<file path="config.mk">
export PLATFORM = sky130hd
export DESIGN_NAME = pci_cfg_xlate
export DESIGN_NICKNAME = d
export VERILOG_FILES = /design/src/rtl/cfgx_pkg.sv /design/src/rtl/cfgx_route.sv /design/src/rtl/cfgx_lanes.sv /design/src/rtl/cfgx_seq.sv /design/src/rtl/pci_cfg_xlate.sv
export SDC_FILE = /design/constraint.sdc
export NUM_CORES = 1
export LEC_CHECK = 0
export BUFFER_PORTS_ARGS = -buffer_cell sky130_fd_sc_hd__buf_2
export CORE_UTILIZATION = 35
export DETAILED_ROUTE_END_ITERATION = 10
export PLACE_DENSITY = 0.63
export SLEW_MARGIN = 20
export SYNTH_ARGS = -nofsm -noshare
export SYNTH_HDL_FRONTEND = slang
export SYNTH_SLANG_ARGS = --single-unit
</file>
<file path="constraint.sdc">
create_clock -name clk -period 2.95 [get_ports clk]
set_input_delay 0.885 -clock clk [delete_from_list [all_inputs] [get_ports clk]]
set_output_delay 0.885 -clock clk [all_outputs]
set_load 0.005 [all_outputs]
</file>
<file path="src/rtl/cfgx_pkg.sv">
package cfgx_pkg;

  localparam int BUS_W  = 8;
  localparam int DEV_W  = 5;
  localparam int FUNC_W = 3;
  localparam int OFF_W  = 8;
  localparam int SIZE_W = 3;
  localparam int DATA_W = 32;

  typedef enum logic [1:0] {
    CFG_OK      = 2'b00,
    CFG_NODEV   = 2'b01,
    CFG_BADSIZE = 2'b10
  } cfg_status_e;

  typedef enum logic [2:0] {
    SQ_IDLE,
    SQ_CHECK,
    SQ_WIN,
    SQ_RD,
    SQ_WR,
    SQ_DONE
  } seq_state_e;

  typedef struct packed {
    logic [BUS_W-1:0]  bus;
    logic [DEV_W-1:0]  dev;
    logic [FUNC_W-1:0] func;
    logic [OFF_W-1:0]  off;
    logic [SIZE_W-1:0] size;
    logic              wr;
    logic [DATA_W-1:0] wdata;
  } cfg_req_t;

endpackage

</file>
<file path="src/rtl/cfgx_route.sv">
module cfgx_route
  import cfgx_pkg::*;
#(
  parameter int          SLOT_LIMIT = 16,
  parameter int          IDSEL_LSB  = 16,
  parameter logic [31:0] WIN_MASK   = 32'hFC00_0000,
  parameter logic [31:0] CFG_BASE   = 32'h0C00_0000,
  parameter logic [31:0] T0_CODE    = 32'h0000_0002,
  parameter logic [31:0] T1_CODE    = 32'h0000_0003
) (
  input  logic [BUS_W-1:0]  bus,
  input  logic [DEV_W-1:0]  dev,
  input  logic [FUNC_W-1:0] func,
  input  logic [OFF_W-3:0]  dword,
  input  logic [SIZE_W-1:0] size,
  input  logic              cardbus,
  output logic              size_ok,
  output logic              present,
  output logic              type1,
  output logic [31:0]       win_value,
  output logic [31:0]       addr
);

  localparam int SH_W = 6;

  logic [SH_W-1:0] sel_pos;
  logic [31:0]     idsel;
  logic [31:0]     t0_addr;
  logic [31:0]     t1_addr;

  assign sel_pos = SH_W'(dev) + SH_W'(IDSEL_LSB);

  // one-hot decode of the device select line
  for (genvar g = 0; g < 32; g++) begin : g_idsel
    assign idsel[g] = (sel_pos == SH_W'(g));
  end

  always_comb begin
    size_ok = (size == 3'd1) || (size == 3'd2) || (size == 3'd4);
    type1   = (bus != '0);
    present = 1'b1;
    if (cardbus && (dev > 5'd1))
      present = 1'b0;
    if (!type1 && (32'(dev) >= SLOT_LIMIT))
      present = 1'b0;
  end

  always_comb begin
    t0_addr = CFG_BASE | (idsel & ~WIN_MASK)
            | {21'b0, func, dword, 2'b00};
    t1_addr = CFG_BASE | {8'b0, bus, dev, func, dword, 2'b01};
    if (type1) begin
      win_value = T1_CODE;
      addr      = t1_addr;
    end else begin
      win_value = T0_CODE | (idsel & WIN_MASK);
      addr      = t0_addr;
    end
  end

endmodule

</file>
<file path="src/rtl/cfgx_lanes.sv">
module cfgx_lanes
  import cfgx_pkg::*;
#(
  parameter int LANES = DATA_W / 8
) (
  input  logic [DATA_W-1:0] word,
  input  logic [1:0]        lane,
  input  logic [SIZE_W-1:0] size,
  input  logic [DATA_W-1:0] wdata,
  output logic [DATA_W-1:0] rd_aligned,
  output logic [DATA_W-1:0] wr_merged
);

  localparam int SH_W = $clog2(DATA_W);

  logic [SH_W-1:0]   shamt;
  logic [DATA_W-1:0] size_mask;
  logic [DATA_W-1:0] lane_mask;
  logic [DATA_W-1:0] new_bits;

  assign shamt = {lane, 3'b000};

  always_comb begin
    case (size)
      3'd1:    size_mask = DATA_W'(32'h0000_00FF);
      3'd2:    size_mask = DATA_W'(32'h0000_FFFF);
      default: size_mask = '1;
    endcase
    lane_mask  = size_mask << shamt;
    new_bits   = (wdata & size_mask) << shamt;
    rd_aligned = (word >> shamt) & size_mask;
  end

  // per-lane merge: take the new byte where the lane is targeted
  for (genvar b = 0; b < LANES; b++) begin : g_lane
    assign wr_merged[8*b +: 8] = lane_mask[8*b] ? new_bits[8*b +: 8]
                                                : word[8*b +: 8];
  end

endmodule

</file>
<file path="src/rtl/cfgx_seq.sv">
module cfgx_seq
  import cfgx_pkg::*;
(
  input  logic              clk,
  input  logic              rst_n,
  input  logic              start,
  input  logic              size_ok,
  input  logic              present,
  input  logic              is_write,
  input  logic              full_write,
  input  logic              ds_ack,
  input  logic              ds_err,
  input  logic [DATA_W-1:0] ds_rdata,
  output logic              busy,
  output logic              done,
  output logic [1:0]        status,
  output logic              win_we,
  output logic              ds_req,
  output logic              ds_write,
  output logic [DATA_W-1:0] word
);

  seq_state_e        state_q, state_d;
  cfg_status_e       stat_q, stat_d;
  logic [DATA_W-1:0] word_q;
  logic              word_en;

  always_comb begin
    state_d = state_q;
    stat_d  = stat_q;
    word_en = 1'b0;
    case (state_q)
      SQ_IDLE:  if (start) state_d = SQ_CHECK;
      SQ_CHECK: begin
        if (!size_ok) begin
          state_d = SQ_DONE;
          stat_d  = CFG_BADSIZE;
        end else if (!present) begin
          state_d = SQ_DONE;
          stat_d  = CFG_NODEV;
        end else begin
          state_d = SQ_WIN;
          stat_d  = CFG_OK;
        end
      end
      SQ_WIN:   state_d = full_write ? SQ_WR : SQ_RD;
      SQ_RD: begin
        if (ds_ack) begin
          if (ds_err) begin
            state_d = SQ_DONE;
            stat_d  = CFG_NODEV;
          end else begin
            word_en = 1'b1;
            state_d = is_write ? SQ_WR : SQ_DONE;
          end
        end
      end
      SQ_WR:    if (ds_ack) state_d = SQ_DONE;
      SQ_DONE:  state_d = SQ_IDLE;
      default:  state_d = SQ_IDLE;
    endcase
  end

  always_ff @(posedge clk or negedge rst_n) begin
    if (!rst_n) begin
      state_q <= SQ_IDLE;
      stat_q  <= CFG_OK;
    end else begin
      state_q <= state_d;
      stat_q  <= stat_d;
    end
  end

  always_ff @(posedge clk or negedge rst_n) begin
    if (!rst_n)
      word_q <= '0;
    else if (word_en)
      word_q <= ds_rdata;
  end

  assign busy     = (state_q != SQ_IDLE);
  assign done     = (state_q == SQ_DONE);
  assign status   = stat_q;
  assign win_we   = (state_q == SQ_WIN);
  assign ds_req   = (state_q == SQ_RD) || (state_q == SQ_WR);
  assign ds_write = (state_q == SQ_WR);
  assign word     = word_q;

  // a bad size never reaches the window or the port
  p_badsize_silent_r1: assert property (@(posedge clk) disable iff (!rst_n)
    (state_q == SQ_CHECK && !size_ok) |=> (!win_we && !ds_req && done));

  // absent device ends with not-found and no access
  p_absent_nodev_r3: assert property (@(posedge clk) disable iff (!rst_n)
    (state_q == SQ_CHECK && size_ok && !present)
      |=> (done && status == CFG_NODEV && !win_we));

  // full write skips the read
  p_full_write_direct_r9: assert property (@(posedge clk) disable iff (!rst_n)
    (win_we && full_write) |=> (ds_req && ds_write));

  // read error ends the request with no write
  p_err_skips_write_r11: assert property (@(posedge clk) disable iff (!rst_n)
    (ds_req && !ds_write && ds_ack && ds_err)
      |=> (done && !ds_req && status == CFG_NODEV));

  // done is a single pulse that returns to idle
  p_done_pulse_r10: assert property (@(posedge clk) disable iff (!rst_n)
    done |=> (!done && !busy));

  // window written just before an access starts, access held until ack
  p_win_first_r12: assert property (@(posedge clk) disable iff (!rst_n)
    $rose(ds_req) |-> $past(win_we));
  p_req_hold_r12: assert property (@(posedge clk) disable iff (!rst_n)
    (ds_req && !ds_ack) |=> (ds_req && $stable(ds_write)));

endmodule

</file>
<file path="src/rtl/pci_cfg_xlate.sv">
module pci_cfg_xlate
  import cfgx_pkg::*;
#(
  parameter int          SLOT_LIMIT = 16,
  parameter int          IDSEL_LSB  = 16,
  parameter logic [31:0] WIN_MASK   = 32'hFC00_0000,
  parameter logic [31:0] CFG_BASE   = 32'h0C00_0000,
  parameter logic [31:0] T0_CODE    = 32'h0000_0002,
  parameter logic [31:0] T1_CODE    = 32'h0000_0003,
  parameter int          SYNC_STAGES = 2
) (
  input  logic        clk,
  input  logic        rst_n,
  input  logic        cardbus_mode,
  input  logic        req_valid,
  input  logic [7:0]  req_bus,
  input  logic [4:0]  req_dev,
  input  logic [2:0]  req_func,
  input  logic [7:0]  req_off,
  input  logic [2:0]  req_size,
  input  logic        req_write,
  input  logic [31:0] req_wdata,
  output logic        busy,
  output logic        done,
  output logic [1:0]  status,
  output logic [31:0] rdata,
  output logic        win_we,
  output logic [31:0] win_data,
  output logic        ds_req,
  output logic        ds_write,
  output logic [31:0] ds_addr,
  output logic [31:0] ds_wdata,
  input  logic        ds_ack,
  input  logic [31:0] ds_rdata,
  input  logic        ds_err
);

  logic [SYNC_STAGES-1:0] rst_sync_q;
  logic                   rst_core_n;
  cfg_req_t               req_q, req_d;
  logic                   accept;
  logic                   size_ok, present, type1;
  logic                   full_write;
  logic [DATA_W-1:0]      word, merged;

  // asynchronous assert, synchronous release
  always_ff @(posedge clk or negedge rst_n) begin
    if (!rst_n)
      rst_sync_q <= '0;
    else
      rst_sync_q <= {rst_sync_q[SYNC_STAGES-2:0], 1'b1};
  end
  assign rst_core_n = rst_sync_q[SYNC_STAGES-1];

  assign accept = req_valid && !busy;

  always_comb begin
    req_d       = req_q;
    if (accept) begin
      req_d.bus   = req_bus;
      req_d.dev   = req_dev;
      req_d.func  = req_func;
      req_d.off   = req_off;
      req_d.size  = req_size;
      req_d.wr    = req_write;
      req_d.wdata = req_wdata;
    end
  end

  always_ff @(posedge clk or negedge rst_core_n) begin
    if (!rst_core_n)
      req_q <= '0;
    else
      req_q <= req_d;
  end

  assign full_write = req_q.wr && (req_q.size == 3'd4);

  cfgx_route #(
    .SLOT_LIMIT (SLOT_LIMIT),
    .IDSEL_LSB  (IDSEL_LSB),
    .WIN_MASK   (WIN_MASK),
    .CFG_BASE   (CFG_BASE),
    .T0_CODE    (T0_CODE),
    .T1_CODE    (T1_CODE)
  ) u_route (
    .bus       (req_q.bus),
    .dev       (req_q.dev),
    .func      (req_q.func),
    .dword     (req_q.off[OFF_W-1:2]),
    .size      (req_q.size),
    .cardbus   (cardbus_mode),
    .size_ok   (size_ok),
    .present   (present),
    .type1     (type1),
    .win_value (win_data),
    .addr      (ds_addr)
  );

  cfgx_lanes u_lanes (
    .word       (word),
    .lane       (req_q.off[1:0]),
    .size       (req_q.size),
    .wdata      (req_q.wdata),
    .rd_aligned (rdata),
    .wr_merged  (merged)
  );

  cfgx_seq u_seq (
    .clk        (clk),
    .rst_n      (rst_core_n),
    .start      (accept),
    .size_ok    (size_ok),
    .present    (present),
    .is_write   (req_q.wr),
    .full_write (full_write),
    .ds_ack     (ds_ack),
    .ds_err     (ds_err),
    .ds_rdata   (ds_rdata),
    .busy       (busy),
    .done       (done),
    .status     (status),
    .win_we     (win_we),
    .ds_req     (ds_req),
    .ds_write   (ds_write),
    .word       (word)
  );

  assign ds_wdata = full_write ? req_q.wdata : merged;

  // Type 0 select line appears in exactly one place, window or address
  p_idsel_onehot_r5: assert property (@(posedge clk) disable iff (!rst_core_n)
    (win_we && !type1)
      |-> ($countones(win_data & WIN_MASK)
           + $countones(ds_addr & ~WIN_MASK & 32'hFFFF_0000) == 1));

  // Type 1 window carries the fixed code only
  p_type1_code_r2: assert property (@(posedge clk) disable iff (!rst_core_n)
    (win_we && type1) |-> (win_data == T1_CODE && ds_addr[1:0] == 2'b01));

  // a request seen while busy leaves the held request untouched
  p_busy_blocks_r10: assert property (@(posedge clk) disable iff (!rst_core_n)
    (busy && req_valid) |=> $stable(req_q));

endmodule

</file>
==> results.toml <==
[placement]
gp_congestion = 0.849
port_buffers = 200
dpl.hpwl_um = 13500
dp_cells = 976

[global_route]
antenna_found_initial = 0
grt_pass1_vias = 4805
grt_usage = 0.205
grt_pass1_wl_um = 27300
gr-total-overflow = 0
grt_max_degree = 56

[clocking]
cts_tree = "yes"
numClockSinks = 99
clockRootBuffer = "clkbuf_16"
htreeDepth = 3
numCtsBuffers = 9
max-clock-path-buffers = 2
clkLatencyLatePin_ns = 0.35
clkTransAtPathRegs_ns = 0.07

[sta]
worst_slew_pin_slew_ns = 0.738
slew_viol_final = 0
setup_viol = 24
hold_violations = 0
fin_crit_ns = 3.12
hold_slack_ns = 0.299
relSlewSlack = 0.508
fin_ws_ns = -0.171
fin_worst_skew_ns = 0.00771
fmaxAchievable_mhz = 320
period_share = 1.06
rsz0062_at_grt = "true"

[synth]
synth_seq_cells = 99
netlist_area_sq_mm = 0.00602
synth-async-reset-ratio = 1.00
synth_warnings = 0
ys_types = 53
synth_edf_count = 0
synth_area_leaders = "dfrtp_1 (41%), mux2_2 (18%), buf_4 (5.5%), mux2i_1 (5.5%), a21oi_1 (2.8%)"
synthCells = 584
syn_avg_cell_area_sq_um = 10.3
synthFlopType = "dfrtp_1"
yosysTopAreaCell = "dfrtp_1"
synth_top_area_frac = 0.411
ys_seq_area_frac = 0.411
synth_most_common_cell = "dfrtp_1"
yosys-top-cells-count = "dfrtp_1 (99), mux2_2 (98), nor2_1 (45), buf_4 (44), a21oi_1 (34)"

[setup_path]
critPathCaptureType = "primary output"
path_class = "reg -> out"
crit_path_cell_trace = "or3b_1, and2_4, a221o_1, a221o_1, buf_2"
cp_common_cell = "a221o_1"
worst_ep_required_time_ns = 2.07
worst_setup_path_start_kind = "flop"
crit_slowest_cell = "dfrtp_2"
rrSetupSlack_ns = 0.85
path_max_fanout = 7
cp.arrival_ns = 2.24
slowest_delay_ns = 0.46

[cells_and_area]
multi_input_area_sq_mm = 0.00320
areaGrowthSynthToFinish_pct = 26.3
regArea_sq_mm = 0.00248
diodes = 0
layout.cells.non_filler = 1003
drive_gt1_frac = 0.480
final_nets = 876
nFillCells = 1634

[drt]
drc_errors = 0
first_pass_iters = 5
postRouteAntennaNets = 0
wl_per_cell_um = 18.0
drt-vias-per-instance = 5.14
drt_iter0_drc = 348
routed_wl_um = 18100
vias = 5156

[job]
cap_violations = 0

[floorplanning]
core_area_sq_mm = 0.0167
die_w_um = 133
rows = 47
die_h_um = 133
io_pins = 233
start_util = 0.361
die-area_sq_mm = 0.0177

[outcome]
status = "finished, violations left"
violations = "negative setup slack"

[worst_hold_path]
min_path_type = "in -> async"

[power_and_ir_drop]
p_leak_nw = 3.62
worst_ir_drop_vdd_v = 0.000604
power_density_mw_per_mm2 = 1220
power.total_mw = 9.27
[path summary, 6_finish.rpt]
check | start | to | cells after the start
worst min-delay path | rst_n | rst_sync_q[0] | 1
worst min register to register | rst_sync_q[0] | rst_sync_q[1] | 0
worst max register to register | u_seq.state_q[1] | u_seq.word[30] | 5
worst max-delay path | req_q[34] | ds_wdata[16] | 5
min in group clk | rst_sync_q[0] | rst_sync_q[1] | 0
max in group asynchronous | rst_sync_q[1] | u_seq.word[11] | 1
[through the flow]
| step | setup slack, ns | instance area [sq um] | TNS [ns] | util |
|---|---|---|---|---|
| 2_1_floorplan | 0.173 | 6140 | 0 | - |
| 3_3_place_gp | 0.110 | 7100 | 0 | 0.425 |
| 3_5_place_dp | 0.0620 | 7100 | 0 | 0.425 |
| 4_1_cts | -0.179 | 7490 | -1.95 | 0.448 |
| 5_1_grt | -0.250 | 7610 | -4.59 | 0.456 |
| 6_report | -0.171 | 7610 | -2.61 | 0.456 |
[layout by cell type, fill, tap and decap left out, types with 7 or more instances in the layout]
cell	count
a31o_2	7
o21ai_0	12
a211oi_1	8
o221ai_1	8
clkbuf_16	10
inv_1	14
conb_1	33
buf_4	27
o21bai_1	9
and2_1	20
mux2_2	98
nor2b_1	12
nor2_1	44
dfrtp_1	95
nand2_1	27
nor3_1	16
buf_2	200
a21oi_1	33
a221o_1	15
mux2i_1	33
[final cells by class]
class                      instances  area share
multi-input combinational        421       0.421
sequential                        99       0.327
timing repair buffer             231       0.168
tap                              220      0.0362
clock buffer                      10      0.0301
clock inverter                     6     0.00937
inverter                          16     0.00839
[state kept, by name (all words and copies together), names as in the netlist]
signal and cells:
rst_sync_q 2, u_seq.status 2, u_seq.word 32, u_seq.state_q 3, req_q 60
[critical path: cells and delay by family (launching register included)]
kind                   cells  cell delay, ns
AO/OA/AOI/OAI              2            0.68
flip-flops                 1            0.46
AND/OR/NAND/NOR            2            0.59
buffers and inverters      1            0.14
[per-layer routing]
metal  GRT usage  wire length (um)
met4      0.0808               440
met3      0.0430              1100
met2       0.309              8190
met1       0.287              8340
met5           0                 0
[what timing repair did]
| item | 4_1_cts | 5_1_grt |
|---|---|---|
| endpoints found under the hold margin | 0 | 0 |
| hold buffers | 0 | 0 |
| pin swaps | 10 | 4 |
| buffers inserted | 3 | 7 |
| endpoints found under the setup margin | 36 | 36 |
| resized for setup | 16 | 8 |
| gates cloned | 0 | 1 |
[power breakdown]
| group | total [mW] | leakage [nW] | internal [mW] | switching [mW] |
|---|---|---|---|---|
| Sequential | 2.88 | 1.20 | 2.01 | 0.872 |
| Combinational | 5.17 | 2.27 | 2.67 | 2.51 |
| Clock | 1.21 | 0.140 | 0.667 | 0.541 |
[logic make-up (layout without fill, tap and decap cells)]
family	after synthesis	count (layout)	synth area share
multiplexers	131	131	0.238
XOR/XNOR	2	2	0.00291
flip-flops	99	99	0.411
buffers and inverters	95	263	0.0939
other	2	33	0.00125
AND/OR/NAND/NOR	146	146	0.123
AO/OA/AOI/OAI	109	109	0.130
No activity file was read; power rests on OpenSTA's default activity.
